**src/rtl/can_ifs_pkg.sv**
```systemverilog
package can_ifs_pkg;
  typedef enum logic [2:0] {
    S_WAIT_END,
    S_INTER,
    S_IDLE,
    S_FLAG,
    S_ECHO,
    S_DELIM
  } ifs_state_e;
endpackage

```
**src/rtl/ifs_bit_cnt.sv**
```systemverilog
module ifs_bit_cnt #(
  parameter int W = 5
) (
  input  logic         clk,
  input  logic         rst_n,
  input  logic         clr,
  input  logic         inc,
  output logic [W-1:0] q
);
  always_ff @(posedge clk or negedge rst_n) begin
    if (!rst_n)   q <= '0;
    else if (clr) q <= '0;
    else if (inc) q <= q + W'(1);
  end

  // the sequencer must never run a field counter into wraparound
  p_no_wrap_r6: assert property (@(posedge clk) disable iff (!rst_n)
    (inc && !clr) |-> (q != '1));
endmodule

```
**src/rtl/ifs_local_limiter.sv**
```systemverilog
module ifs_local_limiter #(
  parameter int MAX_LOCAL = 2
) (
  input  logic clk,
  input  logic rst_n,
  input  logic clr,
  input  logic take,
  output logic ok
);
  localparam int LW = $clog2(MAX_LOCAL + 1);
  localparam logic [LW-1:0] CAP = LW'(MAX_LOCAL);

  logic [LW-1:0] used_q;

  always_ff @(posedge clk or negedge rst_n) begin
    if (!rst_n)             used_q <= '0;
    else if (clr)           used_q <= '0;
    else if (take && ok)    used_q <= used_q + LW'(1);
  end

  assign ok = (used_q < CAP);

  // back-to-back local overload frames never exceed the cap
  p_local_cap_r8: assert property (@(posedge clk) disable iff (!rst_n)
    used_q <= CAP);
  // a start of frame empties the count
  p_clear_on_sof_r9: assert property (@(posedge clk) disable iff (!rst_n)
    clr |=> (used_q == '0));
endmodule

```
**src/rtl/ifs_seq.sv**
```systemverilog
module ifs_seq
  import can_ifs_pkg::*;
#(
  parameter int INTER_BITS   = 3,
  parameter int FLAG_BITS    = 6,
  parameter int DELIM_BITS   = 8,
  parameter int MAX_DOM_BITS = 12,
  parameter int CW           = 5
) (
  input  logic          clk,
  input  logic          rst_n,
  input  logic          frame_end,
  input  logic          bit_tick,
  input  logic          rx_bit,
  input  logic          local_busy,
  input  logic          local_ok,
  input  logic [CW-1:0] cnt,
  output logic          cnt_clr,
  output logic          cnt_inc,
  output logic          local_take,
  output logic          sof_seen,
  output ifs_state_e    state,
  output logic          sof_pulse
);
  localparam logic [CW-1:0] INTER_LAST = CW'(INTER_BITS - 1);
  localparam logic [CW-1:0] FLAG_LAST  = CW'(FLAG_BITS - 1);
  localparam logic [CW-1:0] ECHO_LIM   = CW'(MAX_DOM_BITS - FLAG_BITS);
  localparam logic [CW-1:0] DELIM_LAST = CW'(DELIM_BITS - 2);

  ifs_state_e nxt;

  always_comb begin
    nxt        = state;
    cnt_clr    = 1'b0;
    cnt_inc    = 1'b0;
    local_take = 1'b0;
    sof_seen   = 1'b0;
    case (state)
      S_WAIT_END: begin
        if (frame_end) begin
          nxt     = S_INTER;
          cnt_clr = 1'b1;
        end
      end
      S_INTER: begin
        if (bit_tick) begin
          if (!rx_bit) begin
            cnt_clr = 1'b1;
            if (cnt == INTER_LAST) begin
              sof_seen = 1'b1;
              nxt      = S_WAIT_END;
            end else begin
              nxt = S_FLAG;
            end
          end else if (cnt == INTER_LAST) begin
            cnt_clr = 1'b1;
            if (local_busy && local_ok) begin
              nxt        = S_FLAG;
              local_take = 1'b1;
            end else begin
              nxt = S_IDLE;
            end
          end else begin
            cnt_inc = 1'b1;
          end
        end
      end
      S_IDLE: begin
        if (bit_tick && !rx_bit) begin
          sof_seen = 1'b1;
          nxt      = S_WAIT_END;
        end
      end
      S_FLAG: begin
        if (bit_tick) begin
          if (cnt == FLAG_LAST) begin
            nxt     = S_ECHO;
            cnt_clr = 1'b1;
          end else begin
            cnt_inc = 1'b1;
          end
        end
      end
      S_ECHO: begin
        if (bit_tick) begin
          if (rx_bit) begin
            nxt     = S_DELIM;
            cnt_clr = 1'b1;
          end else if (cnt == ECHO_LIM) begin
            nxt     = S_WAIT_END;
            cnt_clr = 1'b1;
          end else begin
            cnt_inc = 1'b1;
          end
        end
      end
      S_DELIM: begin
        if (bit_tick) begin
          if (!rx_bit) begin
            nxt     = S_WAIT_END;
            cnt_clr = 1'b1;
          end else if (cnt == DELIM_LAST) begin
            nxt     = S_INTER;
            cnt_clr = 1'b1;
          end else begin
            cnt_inc = 1'b1;
          end
        end
      end
      default: nxt = S_WAIT_END;
    endcase
  end

  always_ff @(posedge clk or negedge rst_n) begin
    if (!rst_n) begin
      state     <= S_WAIT_END;
      sof_pulse <= 1'b0;
    end else begin
      state     <= nxt;
      sof_pulse <= sof_seen;
    end
  end

  // start of frame is a single-cycle indication
  p_sof_one_cycle_r4: assert property (@(posedge clk) disable iff (!rst_n)
    sof_pulse |=> !sof_pulse);
  // SOF only follows a bit tick in the third intermission bit or idle
  p_sof_after_tick_r5: assert property (@(posedge clk) disable iff (!rst_n)
    sof_pulse |-> ($past(bit_tick) && !$past(rx_bit)
                   && ($past(state) == S_INTER || $past(state) == S_IDLE)));
  // an overload flag is only ever entered from the intermission
  p_flag_from_inter_r10: assert property (@(posedge clk) disable iff (!rst_n)
    (state == S_FLAG && $past(state) != S_FLAG) |-> ($past(state) == S_INTER));
  // without a tick or frame end nothing moves
  p_hold_without_event_r10: assert property (@(posedge clk) disable iff (!rst_n)
    (!bit_tick && !frame_end) |=> $stable(state));
  // idle is reached only from a recessive intermission bit
  p_idle_from_inter_r2: assert property (@(posedge clk) disable iff (!rst_n)
    (state == S_IDLE && $past(state) != S_IDLE)
      |-> ($past(state) == S_INTER && $past(rx_bit)));
endmodule

```
**src/rtl/can_ifs_ovl_ctrl.sv**
```systemverilog
module can_ifs_ovl_ctrl
  import can_ifs_pkg::*;
#(
  parameter int INTER_BITS   = 3,
  parameter int FLAG_BITS    = 6,
  parameter int DELIM_BITS   = 8,
  parameter int MAX_DOM_BITS = 12,
  parameter int MAX_LOCAL    = 2
) (
  input  logic clk,
  input  logic rst_n,
  input  logic frame_end,
  input  logic bit_tick,
  input  logic rx_bit,
  input  logic local_busy,
  output logic tx_bit,
  output logic sof_pulse,
  output logic bus_idle,
  output logic ovl_active
);
  localparam int CW = $clog2(MAX_DOM_BITS + DELIM_BITS + INTER_BITS + 1);

  logic          cnt_clr;
  logic          cnt_inc;
  logic [CW-1:0] cnt;
  logic          local_take;
  logic          local_ok;
  logic          sof_seen;
  ifs_state_e    state;

  ifs_seq #(
    .INTER_BITS  (INTER_BITS),
    .FLAG_BITS   (FLAG_BITS),
    .DELIM_BITS  (DELIM_BITS),
    .MAX_DOM_BITS(MAX_DOM_BITS),
    .CW          (CW)
  ) seq_i (
    .clk       (clk),
    .rst_n     (rst_n),
    .frame_end (frame_end),
    .bit_tick  (bit_tick),
    .rx_bit    (rx_bit),
    .local_busy(local_busy),
    .local_ok  (local_ok),
    .cnt       (cnt),
    .cnt_clr   (cnt_clr),
    .cnt_inc   (cnt_inc),
    .local_take(local_take),
    .sof_seen  (sof_seen),
    .state     (state),
    .sof_pulse (sof_pulse)
  );

  ifs_bit_cnt #(.W(CW)) cnt_i (
    .clk  (clk),
    .rst_n(rst_n),
    .clr  (cnt_clr),
    .inc  (cnt_inc),
    .q    (cnt)
  );

  ifs_local_limiter #(.MAX_LOCAL(MAX_LOCAL)) lim_i (
    .clk  (clk),
    .rst_n(rst_n),
    .clr  (sof_seen),
    .take (local_take),
    .ok   (local_ok)
  );

  assign tx_bit     = (state != S_FLAG);
  assign bus_idle   = (state == S_IDLE);
  assign ovl_active = (state == S_FLAG) || (state == S_ECHO) || (state == S_DELIM);

  // the line is driven dominant only within an overload frame
  p_dom_inside_ovl_r11: assert property (@(posedge clk) disable iff (!rst_n)
    !tx_bit |-> ovl_active);
  // idle and overload never overlap
  p_idle_excl_r2: assert property (@(posedge clk) disable iff (!rst_n)
    bus_idle |-> (!ovl_active && tx_bit));
endmodule

```
**config.mk**
```make
export PLATFORM = sky130hd
export DESIGN_NAME = can_ifs_ovl_ctrl
export DESIGN_NICKNAME = d
export VERILOG_FILES = /design/src/rtl/can_ifs_pkg.sv /design/src/rtl/ifs_bit_cnt.sv /design/src/rtl/ifs_local_limiter.sv /design/src/rtl/ifs_seq.sv /design/src/rtl/can_ifs_ovl_ctrl.sv
export SDC_FILE = /design/constraint.sdc
export NUM_CORES = 1
export LEC_CHECK = 0
export BUFFER_PORTS_ARGS = -buffer_cell sky130_fd_sc_hd__buf_2
export CAP_MARGIN = 40
export CORE_ASPECT_RATIO = 0.7
export CORE_MARGIN = 2
export CORE_UTILIZATION = 40
export CTS_BUF_LIST = sky130_fd_sc_hd__clkbuf_8 sky130_fd_sc_hd__clkbuf_16
export CTS_CLUSTER_SIZE = 20
export DETAILED_ROUTE_END_ITERATION = 16
export PLACE_DENSITY = 0.66
export SLEW_MARGIN = 25
export SYNTH_ARGS = -nofsm -noshare
export SYNTH_HDL_FRONTEND = slang
export SYNTH_HIERARCHICAL = 1
export SYNTH_SLANG_ARGS = --single-unit
```
**constraint.sdc**
```tcl
create_clock -name clk -period 3.8 [get_ports clk]
set_clock_uncertainty 0.2 [all_clocks]
set_input_delay 0.38 -clock clk [delete_from_list [all_inputs] [get_ports clk]]
set_output_delay 0.38 -clock clk [all_outputs]
set_load 0.02 [all_outputs]
```
==> impl_metrics.toml, run 1 <==
[placed_design]
post-place-ws_ns = 1.05
place_hpwl_mm = 1.20
port_buffers = 9
placed_cells = 121
place.gp.congestion = 0.879
postPlaceCellArea_um2 = 847

[synth]
syn_avg_cell_area_um2 = 8.40
syn_inst = 95
post_synth_num_cell_types = 38
ys_seq_area_share_pct = 34.5
yosys_warnings = 6
ys_ff_latch = 11
syn_nets = 102
syn_area_um2 = 798

[floorplanning]
initial_utilization_pct = 42.7
fp.dieW_um = 57.4
io_pins = 10
die-area_mm2 = 0.00237
rows = 13
design.core.area_mm2 = 0.00187
die_h_um = 41.4

[sta]
setup_tns_ns = 0
post-route-min-period_ns = 2.78
hold_violations = 0
worst_pin_slew_ns = 0.635
clock.fmax_ghz = 0.359
setup_viol = 0
worst_slack_ns = 1.02
post-route-period-util_pct = 73.2
slew_headroom_pct = 57.1
rsz0062_at_grt = "false"
slew_violations = 0
whs_ns = 0.302

[routing]
drt-pass1-iter-count = 4
vias = 715
wl_per_cell_um = 13.5
drc_errors = 0
vias_per_cell = 5.67
ant_nets = 0
wirelength_mm = 1.70
drt-initial-drc-count = 15

[setup_path]
arrival_ns = 2.70
rr_startpoint = "cnt_i/q[3]$_DFFE_PN0P_"
reg2reg_slack_ns = 1.02
critPathLaunchType = "flip-flop"
critical_path_class = "reg2reg"
cp-end-kind = "flip-flop"
critPathMaxFanout = 7
required_ns = 3.72
worst_r2r_endpoint = "cnt_i/q[3]$_DFFE_PN0P_"
rr_worst_depth = 7

[power_and_ir_drop]
p_leak_nw = 0.406
p_per_area_mw_per_mm2 = 624
ir_worst_vdd_mv = 0.394
power.total_mw = 0.563

[cells_and_area]
drive_above_1_share_pct = 14.4
nNetsFinal = 112
design_area_um2 = 902
final_cells = 126
final_util_pct = 48.2
antenna-diode-count = 0
area_delta_synth_final_pct = 13.0

[clocking]
clock_sinks = 11
root_buffer = "clkbuf_8"
cts_inserted_buffers = 3
cts_hold_buf = 1
cts_resized = 0
cts_tree = "done"
h-tree-depth = 1
path_clk_slew_ns = 0.05
cts_buffer_depth = 2
clock_latency_ns = 0.24
postCtsSetupBuffers = 0

[global_route]
grt_pass1_vias = 677
antenna_found_initial = 0
grt_max_degree = 18
grt_usage_pct = 17.5
grt_pass1_wl_mm = 2.97
grt_overflow = 0

[min_path]
hold_end = "seq_i/state[2]$_DFFE_PN0P_"
hp-start = "bit_tick"
min_path_type = "in2reg"
holdPathStages = 3

[flow_run]
maxCapViolations = 0

[run_status]
run_status = "finished, final reports clean"
-- how the worst max path moves through the flow --
stage / from / endpoint / slack (ns)
final: cnt_i/q[3]$_DFFE_PN0P_ / cnt_i/q[3]$_DFFE_PN0P_ / 1.02
after detailed placement: cnt_i/q[3]$_DFFE_PN0P_ / cnt_i/q[3]$_DFFE_PN0P_ / 1.05
after global routing: cnt_i/q[3]$_DFFE_PN0P_ / cnt_i/q[3]$_DFFE_PN0P_ / 0.83
after global placement: cnt_i/q[3]$_DFFE_PN0P_ / cnt_i/q[3]$_DFFE_PN0P_ / 1.07
after CTS: cnt_i/q[3]$_DFFE_PN0P_ / cnt_i/q[3]$_DFFE_PN0P_ / 1.03
after floorplan: cnt_i/q[3]$_DFFE_PN0P_ / cnt_i/q[3]$_DFFE_PN0P_ / 1.32
-- Yosys cell counts --
cell       count  area (µm²)
xnor2_1        2        17.5
nor3b_1        1        7.51
o2bb2ai_1      1        8.76
a31oi_1        1        6.26
nor2b_1        8        50.1
a211o_1        1        8.76
nand2_1        5        18.8
inv_1          3        11.3
o21ai_0        5        25.0
nor2_1        13        48.8
or3b_1         2        17.5
nor2b_2        1        8.76
a21oi_1        4        20.0
or2_1          1        6.26
and3_1         2        12.5
buf_2          1        5.00
mux2_1         1        11.3
a21bo_1        1        10.0
xor2_1         1        8.76
nand4_1        3        18.8
or4_1          1        7.51
a22o_1         1        8.76
a311oi_1       1        8.76
nor4b_1        1        8.76
o31a_1         1        8.76
buf_4          1        7.51
clkbuf_1       3        11.3
nand2b_1       1        6.26
nor3_1         1        5.00
nand3b_1       3        22.5
ha_1           1        12.5
dfrtp_1       11         275
o21ai_1        2        10.0
mux2_4         2        30.0
o211ai_1       2        15.0
a32oi_1        1        8.76
nand3_1        4        20.0
mux2i_1        1        10.0
-- layout make-up --
type                            instances  area [µm²]
Fill cell                             188         968
Inverter                                3        11.3
Multi-Input combinational cell         76         488
Clock buffer                            3        41.3
Clock inverter                          1        3.75
Sequential cell                        11         275
Timing Repair Buffer                   10        55.1
Tap cell                               22        27.5
-- layer usage --
layer / vias to the layer above / global-route usage (%) / wire length (µm)
met1: 339 / 21.5 / 877
li1: 361 / - / -
met5: - / 0 / 0
met2: 13 / 29.0 / 725
met4: 0 / 5.81 / 12
met3: 2 / 7.10 / 79
-- registers in the layout, summed over array words and instances, names as in the netlist --
| register | cells |
|---|---|
| cnt_i/q | 5 |
| lim_i/used_q | 2 |
| seq_i/sof_pulse | 1 |
| seq_i/state | 3 |
-- cells in the final DEF (no fill, tap or decap), types with 3 or more instances in the layout --
| cell type | netlist | layout |
|---|---|---|
| o21ai_0 | 5 | 5 |
| nand3_1 | 4 | 4 |
| inv_1 | 3 | 4 |
| dfrtp_1 | 11 | 11 |
| nand3b_1 | 3 | 3 |
| buf_2 | 1 | 9 |
| nor2b_1 | 8 | 8 |
| a21oi_1 | 4 | 4 |
| nand4_1 | 3 | 3 |
| nand2_1 | 5 | 5 |
| nor2_1 | 13 | 13 |
| clkbuf_8 | 0 | 3 |
-- critical path, stage by stage (launching register included) --
cell,delay (ns)
dfrtp_1,0.41
or3b_1,0.40
or3b_1,0.43
a32oi_1,0.29
nand3_1,0.11
o21ai_1,0.44
nor2b_1,0.09
mux2_1,0.30
-- where the power goes --
| group | switching, mW | internal, mW | total (mW) |
|---|---|---|---|
| Clock | 0.0446 | 0.0710 | 0.116 |
| Sequential | 0.0526 | 0.144 | 0.196 |
| Combinational | 0.139 | 0.112 | 0.251 |
-- cells by family after synthesis --
kind of cell / count (synthesis) / synth area share, %
compound gates: 21 / 17.4
xor+xnor: 3 / 3.29
fa+ha+maj: 1 / 1.57
buf+inv: 8 / 4.39
flops: 11 / 34.5
mux: 4 / 6.43
simple gates: 47 / 32.4
Power figures use the tool's default switching activity.
==> run 2, diff against run 1 <==
Clock period 3.8 ns to 2.85 ns, I/O delays scaled along.
==> run 2 against run 1 <==
  * Hold slack worse by 0.098 ns
  * Largest cell class unchanged
  * Total power up 40%
  * Clock-buffer cell count unchanged
  * Cell count up 3.2%
  * Global-route usage about the same
  * Critical path depth up 2
  * Clock power up 32%
  * Largest power group unchanged
  * Routed wire length up 2.6%
  * Sequential cell count unchanged
  * Maximum frequency up 7.9%
  * Register-to-register slack worse by 0.75 ns
  * Via count up 3.6%
==> impl_metrics.toml, run 2 (synthesis results as in run 1) <==
[cells_and_area]
nNetsFinal = 116
regMostFlops = "cnt_i/q"
layout_commonest_cell = "nor2_1"
final_util_pct = 50.0
largest_register_ffs = 5
drive_above_1_share_pct = 18.5
design_area_um2 = 936
multiInputGateArea_um2 = 492
area_delta_synth_final_pct = 17.2
antenna-diode-count = 0
layout_common_cells = "nor2_1, dfrtp_1, buf_2"
reg_top3 = "cnt_i/q x5, seq_i/state x3, lim_i/used_q x2"
fillCellCount = 187
final_cells = 130
register_area_um2 = 275

[power_and_ir_drop]
p_switching_mw = 0.326
ir_worst_vdd_mv = 0.381
pwr-share-comb_pct = 49.7
p_per_area_mw_per_mm2 = 840
pwr-share-clk_pct = 19.5
p_int_mw = 0.460
power.total_mw = 0.786
power_frac_seq_pct = 30.8
p_sw_share_pct = 41.4
p_leak_nw = 0.427

[global_route]
grt_overflow = 0
antenna_found_initial = 0
grt_pass1_wl_mm = 2.99
grt_usage_pct = 17.5
grt_pass1_vias = 674
grt_max_degree = 15

[sta]
slew_violations = 0
post-route-min-period_ns = 2.58
setup_viol = 0
worst_pin_slew_ns = 0.589
rsz0062_at_grt = "false"
setup_tns_ns = 0
post-route-period-util_pct = 90.5
whs_ns = 0.203
hold_violations = 0
worst_slack_ns = 0.270
clock.fmax_ghz = 0.388
slew_headroom_pct = 60.5

[min_path]
hold_end = "seq_i/state[2]$_DFFE_PN0P_"
hp-start = "bit_tick"
min_path_type = "in2reg"
holdPathStages = 3

[placed_design]
postPlaceCellArea_um2 = 877
place_hpwl_mm = 1.31
placed_cells = 125
place.gp.congestion = 0.898
post-place-ws_ns = 0.154
port_buffers = 9

[clocking]
path_clk_slew_ns = 0.05
cts_inserted_buffers = 3
root_buffer = "clkbuf_8"
clock_latency_ns = 0.24
h-tree-depth = 1
cts_buffer_depth = 2
postCtsSetupBuffers = 0
cts_tree = "done"
clock_sinks = 11

[floorplanning]
die_h_um = 41.4
initial_utilization_pct = 42.7
rows = 13
die-area_mm2 = 0.00237
fp.dieW_um = 57.4
io_pins = 10
design.core.area_mm2 = 0.00187

[setup_path]
critical_path_class = "reg2reg"
worst_r2r_endpoint = "lim_i/used_q[0]$_DFFE_PN0P_"
critPathLaunchType = "flip-flop"
reg2reg_slack_ns = 0.27
critPathMaxFanout = 5
rr_worst_depth = 9
cp-end-kind = "flip-flop"
arrival_ns = 2.50
rr_startpoint = "cnt_i/q[0]$_DFFE_PN0P_"
required_ns = 2.77

[run_status]
run_status = "finished, final reports clean"

[routing]
drt-pass1-iter-count = 3
ant_nets = 0
wl_per_cell_um = 13.4
wirelength_mm = 1.74
drc_errors = 0
vias = 741
vias_per_cell = 5.70
drt-initial-drc-count = 11

[flow_run]
maxCapViolations = 0
-- run 2: changes by cell type in the layout (fill, tap and decap cells not counted), sizes merged --
cell	change
buf	+4
-- run 2: worst max path at each step --
stage | start | to | slack [ns]
4_1_cts | cnt_i/q[3]$_DFFE_PN0P_ | cnt_i/q[3]$_DFFE_PN0P_ | 0.14
3_5_place_dp | cnt_i/q[3]$_DFFE_PN0P_ | cnt_i/q[3]$_DFFE_PN0P_ | 0.15
2_1_floorplan | cnt_i/q[3]$_DFFE_PN0P_ | cnt_i/q[3]$_DFFE_PN0P_ | 0.37
5_1_grt | cnt_i/q[0]$_DFFE_PN0P_ | lim_i/used_q[0]$_DFFE_PN0P_ | 0.11
3_3_place_gp | cnt_i/q[3]$_DFFE_PN0P_ | cnt_i/q[3]$_DFFE_PN0P_ | 0.26
6_report | cnt_i/q[0]$_DFFE_PN0P_ | lim_i/used_q[0]$_DFFE_PN0P_ | 0.27
-- run 2: area by class of cell --
| class | instances | share of cell area, % |
|---|---|---|
| multi-input combinational | 76 | 52.5 |
| tap | 22 | 2.94 |
| timing repair buffer | 14 | 9.09 |
| clock buffer | 3 | 4.41 |
| clock inverter | 1 | 0.401 |
| sequential | 11 | 29.4 |
| inverter | 3 | 1.20 |
-- run 2: worst max-delay path, stage by stage, from the launching register on --
cell and delay (ns):
dfrtp_1 0.42, nand2b_1 0.17, or4_1 0.46, buf_4 0.19, nor3_1 0.13, a21oi_1 0.06, nor4b_1 0.32, buf_4 0.20
nor2b_1 0.04, mux2_4 0.26
-- run 2: metal layers --
layer | vias to the layer above | GRT usage (%) | wire, µm
met5 | - | 0 | 0
met4 | 0 | 2.33 | 0
met3 | 0 | 6.79 | 73
met2 | 10 | 29.5 | 789
met1 | 364 | 22.3 | 875
li1 | 367 | - | -
-- run 2: power by group through the flow --
stage               Clock, mW  Sequential (mW)  Combinational (mW)
detailed placement          0            0.242               0.381
CTS                     0.160            0.240               0.385
global placement            0            0.243               0.374
finish                  0.153            0.242               0.391
global route            0.167            0.248               0.434
floorplan                   0            0.227               0.297
-- run 2: what timing repair did --
action,in CTS,in global routing
hold endpoints to repair,11,0
gates resized for setup,0,1
endpoints found under the setup margin,0,2
hold buffers,1,0
==> run 3, diff against run 2 <==
Settings changed: CTS_BUF_LIST sky130_fd_sc_hd__clkbuf_8 sky130_fd_sc_hd__clkbuf_16 to not set, PLACE_DENSITY 0.66 to not set.
==> run 3 against run 2 <==
  * Critical path depth shrank 1
  * Worst setup slack gained 0.0051 ns
  * Sequential share of layout area grew 0.97 points
  * Die area is the same
  * Critical endpoint unchanged
  * Largest cell class unchanged
  * Largest power group unchanged
==> impl_metrics.toml, run 3 (synthesis results as in run 1) <==
[run_status]
run_status = "finished, final reports clean"

[setup_path]
required_ns = 2.81
arrival_ns = 2.53
critical_path_class = "reg2reg"
critPathLaunchType = "flip-flop"
path_cells = "nand2b_1 -> or4_1 -> nor3_1 -> a21oi_1 -> nor4b_1 -> buf_4 -> nor2b_1 -> mux2_4"
critPathMaxFanout = 7
max_stage_delay_ns = 0.57
cp-end-kind = "flip-flop"
cp_slowest_cell = "or4_1"

[sta]
worst_pin_slew_ns = 0.451
slew_violations = 0
hold_violations = 0
clock.fmax_ghz = 0.388
setup_tns_ns = 0
rsz0062_at_grt = "false"
post-route-min-period_ns = 2.57
post-route-period-util_pct = 90.3
slew_headroom_pct = 70.0
whs_ns = 0.162
setup_viol = 0

[floorplanning]
io_pins = 10
initial_utilization_pct = 42.7
die-area_mm2 = 0.00237
design.core.area_mm2 = 0.00187
die_h_um = 41.4
fp.dieW_um = 57.4
rows = 13

[clocking]
cts_inserted_buffers = 3
root_buffer = "clkbuf_4"
cts_buffer_depth = 2
postCtsSetupBuffers = 0
path_clk_slew_ns = 0.08
clock_sinks = 11
clock_latency_ns = 0.27
cts_resized = 0
cts_tree = "done"
h-tree-depth = 1
cts_hold_buf = 1

[power_and_ir_drop]
power.total_mw = 0.728
p_per_area_mw_per_mm2 = 803
ir_worst_vdd_mv = 0.461
p_leak_nw = 0.410

[cells_and_area]
fillCellCount = 181
layout_common_cells = "nor2_1, dfrtp_1, buf_2"
final_cells = 129
reg_top3 = "cnt_i/q x5, seq_i/state x3, lim_i/used_q x2"
antenna-diode-count = 0
layout_commonest_cell = "nor2_1"
drive_above_1_share_pct = 16.8
largest_register_ffs = 5
nNetsFinal = 115
final_util_pct = 48.4
area_delta_synth_final_pct = 13.5
regMostFlops = "cnt_i/q"

[global_route]
grt_overflow = 0
antenna_found_initial = 0
grt_usage_pct = 17.0
grt_pass1_vias = 648
grt_max_degree = 18
grt_pass1_wl_mm = 2.90

[flow_run]
maxCapViolations = 0

[routing]
vias_per_cell = 5.75
vias = 742
wl_per_cell_um = 13.4
ant_nets = 0
drt-initial-drc-count = 38
wirelength_mm = 1.73
drc_errors = 0
drt-pass1-iter-count = 4

[placed_design]
port_buffers = 9
place.gp.congestion = 0.825
place_hpwl_mm = 1.24
placed_cells = 124

[min_path]
min_path_type = "in2reg"
[run 3: cell types whose count changed in the layout (fill, tap and decap cells not counted)]
| cell | delta |
|---|---|
| inv_1 | -1 |
| buf_4 | -1 |
| o21ai_1 | +1 |
| clkbuf_1 | +1 |
| clkbuf_4 | +3 |
| o21ai_2 | -1 |
| clkbuf_8 | -3 |
[run 3: final timing paths]
path,start,to,slack [ns],cells past startpoint
max,cnt_i/q[0]$_DFFE_PN0P_,lim_i/used_q[0]$_DFFE_PN0P_,0.28,8
max reg2reg,cnt_i/q[0]$_DFFE_PN0P_,lim_i/used_q[0]$_DFFE_PN0P_,0.28,8
min,bit_tick,seq_i/state[2]$_DFFE_PN0P_,0.16,3
min in group asynchronous,rst_n,cnt_i/q[0]$_DFFE_PN0P_,0.21,2
min reg2reg,lim_i/used_q[0]$_DFFE_PN0P_,lim_i/used_q[1]$_DFFE_PN0P_,0.34,2
max in group asynchronous,rst_n,seq_i/state[0]$_DFFE_PN0P_,2.02,2
[run 3: per-layer routing]
| layer | global-route usage (%) | vias up | part of all wire (%) |
|---|---|---|---|
| li1 | - | 367 | - |
| met1 | 21.8 | 340 | 48 |
| met2 | 27.8 | 33 | 43 |
| met3 | 6.48 | 2 | 8.4 |
| met4 | 4.07 | 0 | 0.52 |
| met5 | 0 | - | 0 |
[run 3: cell type report]
cell class / instances / area [µm²] / area share, %
multi-input combinational: 76 / 488 / 53.9
inverter: 3 / 11.3 / 1.24
tap: 22 / 27.5 / 3.04
timing repair buffer: 13 / 77.6 / 8.56
sequential: 11 / 275 / 30.4
clock buffer: 4 / 26.3 / 2.90
[run 3: through the flow]
stage	setup WS (ns)	instance area [µm²]
5_1_grt	0.0837	906
4_1_cts	0.304	906
6_report	0.276	906
3_5_place_dp	0.321	870
2_1_floorplan	0.375	798
3_3_place_gp	0.312	870
[run 3: power by group]
part | leakage, nW | internal [mW] | total [mW] | switching (mW)
Sequential | 0.145 | 0.191 | 0.262 | 0.0708
Clock | 0.0150 | 0.0542 | 0.111 | 0.0568
Combinational | 0.250 | 0.166 | 0.355 | 0.189
[run 3: worst max-delay path: cells and delay by family, from the launching register on]
family                 cells  cell delay [ns]
AND/OR/NAND/NOR            5             1.29
multiplexers               1             0.26
flip-flops                 1             0.43
buffers and inverters      1             0.19
AO/OA/AOI/OAI              1             0.06
